--- config.mk ---
export PLATFORM = sky130hd
export DESIGN_NAME = lane_rotator
export DESIGN_NICKNAME = d
export VERILOG_FILES = /design/src/rtl/lane_rot_pkg.sv /design/src/rtl/lane_rot_reg.sv /design/src/rtl/lane_rot_stage.sv /design/src/rtl/lane_rotator.sv
export SDC_FILE = /design/constraint.sdc
export NUM_CORES = 1
export LEC_CHECK = 0
export ABC_CLOCK_PERIOD_IN_PS = 1500
export BUFFER_PORTS_ARGS = -buffer_cell sky130_fd_sc_hd__buf_2
export CAP_MARGIN = 20
export CORE_ASPECT_RATIO = 0.7
export CORE_MARGIN = 2
export CORE_UTILIZATION = 55
export DETAILED_ROUTE_END_ITERATION = 8
export HOLD_SLACK_MARGIN = 0.06
export MAX_ROUTING_LAYER = met4
export PLACE_DENSITY = 0.78
export SLEW_MARGIN = 30
export SYNTH_ARGS = -nofsm -noshare
export SYNTH_HDL_FRONTEND = slang
export SYNTH_SLANG_ARGS = --single-unit
--- constraint.sdc ---
create_clock -name clk -period 1.5 [get_ports clk]
set_clock_uncertainty 0.2 [all_clocks]
set_input_delay 0.3 -clock clk [delete_from_list [all_inputs] [get_ports clk]]
set_output_delay 0.3 -clock clk [all_outputs]
set_load 0.02 [all_outputs]
--- src/rtl/lane_rot_pkg.sv ---
// Package: lane_rot_pkg
// Shared defaults for the lane rotator and a helper that gives the number
// of control bits needed for a lane count. Assumes lane counts are powers
// of two.
package lane_rot_pkg;

    parameter int unsigned DEF_LANES  = 8;
    parameter int unsigned DEF_LANE_W = 4;

    // Control bits needed to address every rotation amount.
    function automatic int unsigned ctrl_bits(input int unsigned lanes);
        return (lanes <= 1) ? 1 : $clog2(lanes);
    endfunction

endpackage

--- src/rtl/lane_rot_reg.sv ---
// Module: lane_rot_reg
// A word-wide stage boundary. When EN is 1 it is a register with a
// synchronous active-low clear. When EN is 0 it is a plain wire. This lets
// one stage body serve both the flat and the pipelined variant.
// Assumes: the clear value of every bit is zero.
module lane_rot_reg #(
    parameter int unsigned W  = 8,
    parameter bit          EN = 1'b1
) (
    input  logic         clk,
    input  logic         rst_n,
    input  logic [W-1:0] d,
    output logic [W-1:0] q
);

    generate
        if (EN) begin : g_flop
            // Capture the stage word, cleared by reset.
            always_ff @(posedge clk) begin
                if (!rst_n) q <= '0;
                else        q <= d;
            end
        end else begin : g_wire
            assign q = d;
        end
    endgenerate

endmodule

--- src/rtl/lane_rot_stage.sv ---
// Module: lane_rot_stage
// One layer of the logarithmic rotator. When control bit BIT of the carried
// shift word is set, the layer moves every lane up by 2**BIT positions with
// wrap-around. Otherwise the lanes pass straight through. Each lane has one
// 2:1 mux per data bit. The valid flag and the full shift word are carried
// to the next layer beside the data, optionally through a register.
// Assumes: 2**BIT < NL, and NL is a power of two.
module lane_rot_stage #(
    parameter int unsigned NL  = 8,
    parameter int unsigned LW  = 4,
    parameter int unsigned SW  = 3,
    parameter int unsigned BIT = 0,
    parameter bit          REG = 1'b1
) (
    input  logic             clk,
    input  logic             rst_n,
    input  logic             v_i,
    input  logic [SW-1:0]    sh_i,
    input  logic [NL*LW-1:0] d_i,
    output logic             v_o,
    output logic [SW-1:0]    sh_o,
    output logic [NL*LW-1:0] d_o
);

    localparam int unsigned DW   = NL * LW;
    localparam int unsigned DIST = 1 << BIT;
    localparam int unsigned PW   = 1 + SW + DW;

    logic [DW-1:0] rotated;
    logic [DW-1:0] picked;
    logic [PW-1:0] pack_i;
    logic [PW-1:0] pack_o;

    // Lane j of the rotated word comes from lane (j - DIST) mod NL.
    generate
        for (genvar j = 0; j < NL; j++) begin : g_lane
            assign rotated[j*LW +: LW] = d_i[((j + NL - DIST) % NL)*LW +: LW];
        end
    endgenerate

    // Layer mux: pass through or take the rotated copy.
    always_comb begin
        picked = sh_i[BIT] ? rotated : d_i;
    end

    assign pack_i = {v_i, sh_i, picked};

    lane_rot_reg #(.W(PW), .EN(REG)) u_bound (
        .clk   (clk),
        .rst_n (rst_n),
        .d     (pack_i),
        .q     (pack_o)
    );

    assign {v_o, sh_o, d_o} = pack_o;

    generate
        if (REG) begin : g_chk_reg
            // Registered layer keeps the bit population of its input word.
            p_bits_kept_r7: assert property (@(posedge clk) disable iff (!rst_n)
                $past(rst_n) |-> ($countones(d_o) == $countones($past(d_i))));
            // Flag moves on exactly one clock later.
            p_valid_follow_r5: assert property (@(posedge clk) disable iff (!rst_n)
                $past(rst_n) |-> (v_o == $past(v_i)));
            // Shift word travels with its data unchanged.
            p_shift_carry_r4: assert property (@(posedge clk) disable iff (!rst_n)
                $past(rst_n) |-> (sh_o == $past(sh_i)));
        end else begin : g_chk_comb
            // Combinational layer keeps the bit population of its input word.
            always_comb begin
                p_bits_kept_comb_r7: assert ($countones(d_o) == $countones(d_i));
            end
        end
    endgenerate

endmodule

--- src/rtl/lane_rotator.sv ---
// Module: lane_rotator (top)
// Rotates NLANES lanes of LANE_W bits by in_shift positions toward higher
// lane numbers. The rotator is a cascade of log2(NLANES) mux layers,
// largest distance first. PIPELINED=1 registers every layer (latency equal
// to the layer count). PIPELINED=0 registers only the last layer
// (latency 1). Assumes NLANES is a power of two of at least 2.
module lane_rotator
    import lane_rot_pkg::*;
#(
    parameter int unsigned NLANES    = DEF_LANES,
    parameter int unsigned LANE_W    = DEF_LANE_W,
    parameter bit          PIPELINED = 1'b1
) (
    input  logic                          clk,
    input  logic                          rst_n,
    input  logic                          in_valid,
    input  logic [ctrl_bits(NLANES)-1:0]  in_shift,
    input  logic [NLANES*LANE_W-1:0]      in_lanes,
    output logic                          out_valid,
    output logic [NLANES*LANE_W-1:0]      out_lanes
);

    localparam int unsigned SW  = ctrl_bits(NLANES);
    localparam int unsigned DW  = NLANES * LANE_W;
    localparam int unsigned LAT = PIPELINED ? SW : 1;

    logic          v_s  [SW+1];
    logic [SW-1:0] sh_s [SW+1];
    logic [DW-1:0] d_s  [SW+1];

    assign v_s[0]  = in_valid;
    assign sh_s[0] = in_shift;
    assign d_s[0]  = in_lanes;

    // Layer s handles control bit SW-1-s: distance NLANES/2 first, 1 last.
    generate
        for (genvar s = 0; s < SW; s++) begin : g_layer
            lane_rot_stage #(
                .NL  (NLANES),
                .LW  (LANE_W),
                .SW  (SW),
                .BIT (SW - 1 - s),
                .REG (PIPELINED || (s == SW - 1))
            ) u_stage (
                .clk   (clk),
                .rst_n (rst_n),
                .v_i   (v_s[s]),
                .sh_i  (sh_s[s]),
                .d_i   (d_s[s]),
                .v_o   (v_s[s+1]),
                .sh_o  (sh_s[s+1]),
                .d_o   (d_s[s+1])
            );
        end
    endgenerate

    assign out_valid = v_s[SW];
    assign out_lanes = d_s[SW];

    // Checker state: clocks since reset released, saturating at LAT.
    logic [7:0] run_cnt;
    always_ff @(posedge clk) begin
        if (!rst_n)               run_cnt <= '0;
        else if (run_cnt < 8'(LAT)) run_cnt <= run_cnt + 8'd1;
    end

    // Flag and control word emerge exactly LAT clocks after they enter.
    p_latency_r3: assert property (@(posedge clk) disable iff (!rst_n)
        (run_cnt >= 8'(LAT)) |->
            ((out_valid == $past(in_valid, LAT)) && (sh_s[SW] == $past(in_shift, LAT))));

endmodule

==> summary.txt <==
Clock network
  – CTS sink cnt: 102
  – # hold bufs at CTS: 35
  – Insertion delay to the later sink of the worst-skew pair: 0.34 ns
  – PostCTS Resize Cnt: 0
  – Max Root-Sink Buffers: 2
  – Clock root buffer: clkbuf_8
  – Worst-path clk slew: 0.08 ns
  – TritonCTS clock tree: built
  – Post-CTS repair timing setup buffer count: 0
  – CTS buffer count: 9
  – H-tree levels: 3

Logic synthesis
  – Post-synthesis sequential area ratio: 49.2%
  – Synth Register Bits: 102
  – Netlist cell types: 10
  – Yosys warnings: 0
  – Mapped Cells: 355
  – Mapped cell area: 0.00415 mm²
  – Syn nets: 393
  – Syn_area_per_cell: 11.7 µm²

Placement
  – Routability cong.: 0.749
  – DP Wirelength: 4470 µm
  – I/O Buffers: 70
  – # placed instances: 474

Worst hold path
  – Worst hold path class: flop to flop
  – Hold wc startpoint: g_layer[1].u_stage.u_bound.q[35]$_SDFF_PN0_
  – Cells on Worst Hold Path: 1
  – Hold path endpoint: g_layer[2].u_stage.u_bound.q[35]$_SDFF_PN0_

GRT
  – Total grt overflow: 0
  – Vias in the first global route: 2359
  – Tot GR Track Use: 17.2%
  – First-pass GRT wire length: 11000 µm
  – Largest net degree at the start of global routing: 79
  – Initial antenna violation count: 0

Layout
  – Largest regs: g_layer.u_stage.u_bound.q x102
  – Area growth, synth to finish: 13.6%
  – Largest register FFs: 102
  – Final core utilization: 64.6%
  – Diode count: 0
  – Largest register by flop count: g_layer.u_stage.u_bound.q
  – Fin cells: 524
  – Most frequent cells in the layout: dfxtp_1, mux2i_1, nor2b_1
  – Share of cells above drive strength 1: 20.9%
  – Most common cell after layout, fill and taps aside: dfxtp_1
  – Nets: 460

Critical path
  – Worst flop-to-flop path startpoint: g_layer[0].u_stage.u_bound.q[33]$_SDFF_PN0_
  – CP endpoint kind: flop
  – Critical path arrival: 1.38 ns
  – WS Path Type: flop to flop
  – Worst EP required: 1.54 ns
  – Reg2Reg Capture Point: g_layer[1].u_stage.u_bound.q[26]$_SDFF_PN0_
  – Startpoint types: flop
  – Largest fanout on the critical path: 28
  – Worst Reg-to-Reg Cells: 3
  – Reg2reg setup slack: 0.15 ns

STA
  – RSZ-0062 raised after global routing: false
  – Post-route setup TNS: 0 ns
  – Minimum clock period: 1.35 ns
  – Final setup vio count: 0
  – Max-slew violation count: 0
  – Achievable Freq: 0.743 GHz
  – Fin Hold WS: 0.238 ns
  – Least-Margin Pin Slew: 0.253 ns
  – Final hold violations: 0
  – Slew HR: 83.1%
  – Final worst-path cycle share: 89.7%

Floorplan
  – Initial core utilization: 56.9%
  – CORE AREA: 0.00729 mm²
  – Cell Rows: 26
  – Die height: 76.7 µm
  – Die ar.: 0.00826 mm²
  – # IOs: 71
  – Die Span X: 108 µm

Power and ir drop
  – Pwr dens: 1040 mW/mm²
  – Max VDD drop: 0.000584 V
  – Leak Pwr: 1.99 nW

Detailed routing
  – DR iter-0 viols: 99
  – DRT Pass-1 Iters: 4
  – Routed WL per cell: 12.3 µm
  – Final WL: 6430 µm
  – Vias/cell: 4.59
  – Post-route ant nets: 0
  – Vias: 2404
  – Drc violations: 0

Run
  – Maximum capacitance violations: 0

Run status
  – Outcome: finished, final reports clean
==> Yosys cell counts <==
cell type | number | area, µm²
and2_1 | 6 | 37.5
buf_12 | 9 | 180
buf_2 | 8 | 40.0
buf_4 | 32 | 240
buf_6 | 3 | 33.8
clkbuf_1 | 2 | 7.51
clkbuf_2 | 1 | 5.00
dfxtp_1 | 102 | 2040
mux2i_1 | 96 | 961
nor2b_1 | 96 | 601
==> kinds of logic (layout without fill, tap and decap cells) <==
| family | count (synthesis) | count (layout) | synth area share [%] |
|---|---|---|---|
| muxes | 96 | 96 | 23.2 |
| DFF | 102 | 102 | 49.2 |
| buffers and inverters | 55 | 126 | 12.2 |
| and+or+nand+nor | 102 | 102 | 15.4 |
==> per-stage QoR <==
stage          worst slack, ns  power, mW  area, µm²
2_1_floorplan            0.394       3.42       4150
3_3_place_gp             0.237       3.49       4210
3_5_place_dp             0.161       3.51       4210
4_1_cts                  0.150       4.92       4710
5_1_grt                  0.109       5.14       4710
6_report                 0.155       4.88       4710
==> cell type report <==
class                           instances  area, µm²
Clock inverter                          2       10.0
Clock buffer                           13        139
Timing Repair Buffer                  111        796
Fill cell                             588       2580
Multi-Input combinational cell        198       1600
Tap cell                               98        123
Sequential cell                       102       2040
==> critical path: stages, from the launching register on <==
cell and delay [ns]:
dfxtp_2 0.43, buf_12 0.24, mux2i_1 0.28, nor2b_1 0.08
==> metal layers <==
| layer | global-route usage [%] | wire length (µm) | vias up |
|---|---|---|---|
| li1 | - | - | 1254 |
| met2 | 23.7 | 2550 | 61 |
| met4 | 5.13 | 133 | 0 |
| met3 | 5.36 | 349 | 13 |
| met1 | 24.3 | 3390 | 1076 |
| met5 | - | 0 | - |
==> power breakdown <==
| part | internal (mW) | switching, mW | total, mW |
|---|---|---|---|
| sequential | 2.85 | 0.0747 | 2.93 |
| combinational | 0.319 | 0.264 | 0.583 |
| clock | 0.592 | 0.773 | 1.36 |
| total | 3.76 | 1.11 | 4.88 |
==> worst max path at each step <==
stage	to	slack (ns)	depth (start not counted)	from
floorplan	g_layer[1].u_stage.u_bound.q[10]$_SDFF_PN0_	0.39	4	g_layer[0].u_stage.u_bound.q[33]$_SDFF_PN0_
global placement	g_layer[1].u_stage.u_bound.q[26]$_SDFF_PN0_	0.24	3	g_layer[0].u_stage.u_bound.q[33]$_SDFF_PN0_
detailed placement	g_layer[1].u_stage.u_bound.q[26]$_SDFF_PN0_	0.16	3	g_layer[0].u_stage.u_bound.q[33]$_SDFF_PN0_
CTS	out_lanes[1]	0.15	1	g_layer[2].u_stage.u_bound.q[1]$_SDFF_PN0_
global route	g_layer[1].u_stage.u_bound.q[26]$_SDFF_PN0_	0.11	3	g_layer[0].u_stage.u_bound.q[33]$_SDFF_PN0_
finish	g_layer[1].u_stage.u_bound.q[26]$_SDFF_PN0_	0.15	3	g_layer[0].u_stage.u_bound.q[33]$_SDFF_PN0_
(Power assumes the default switching activity.)
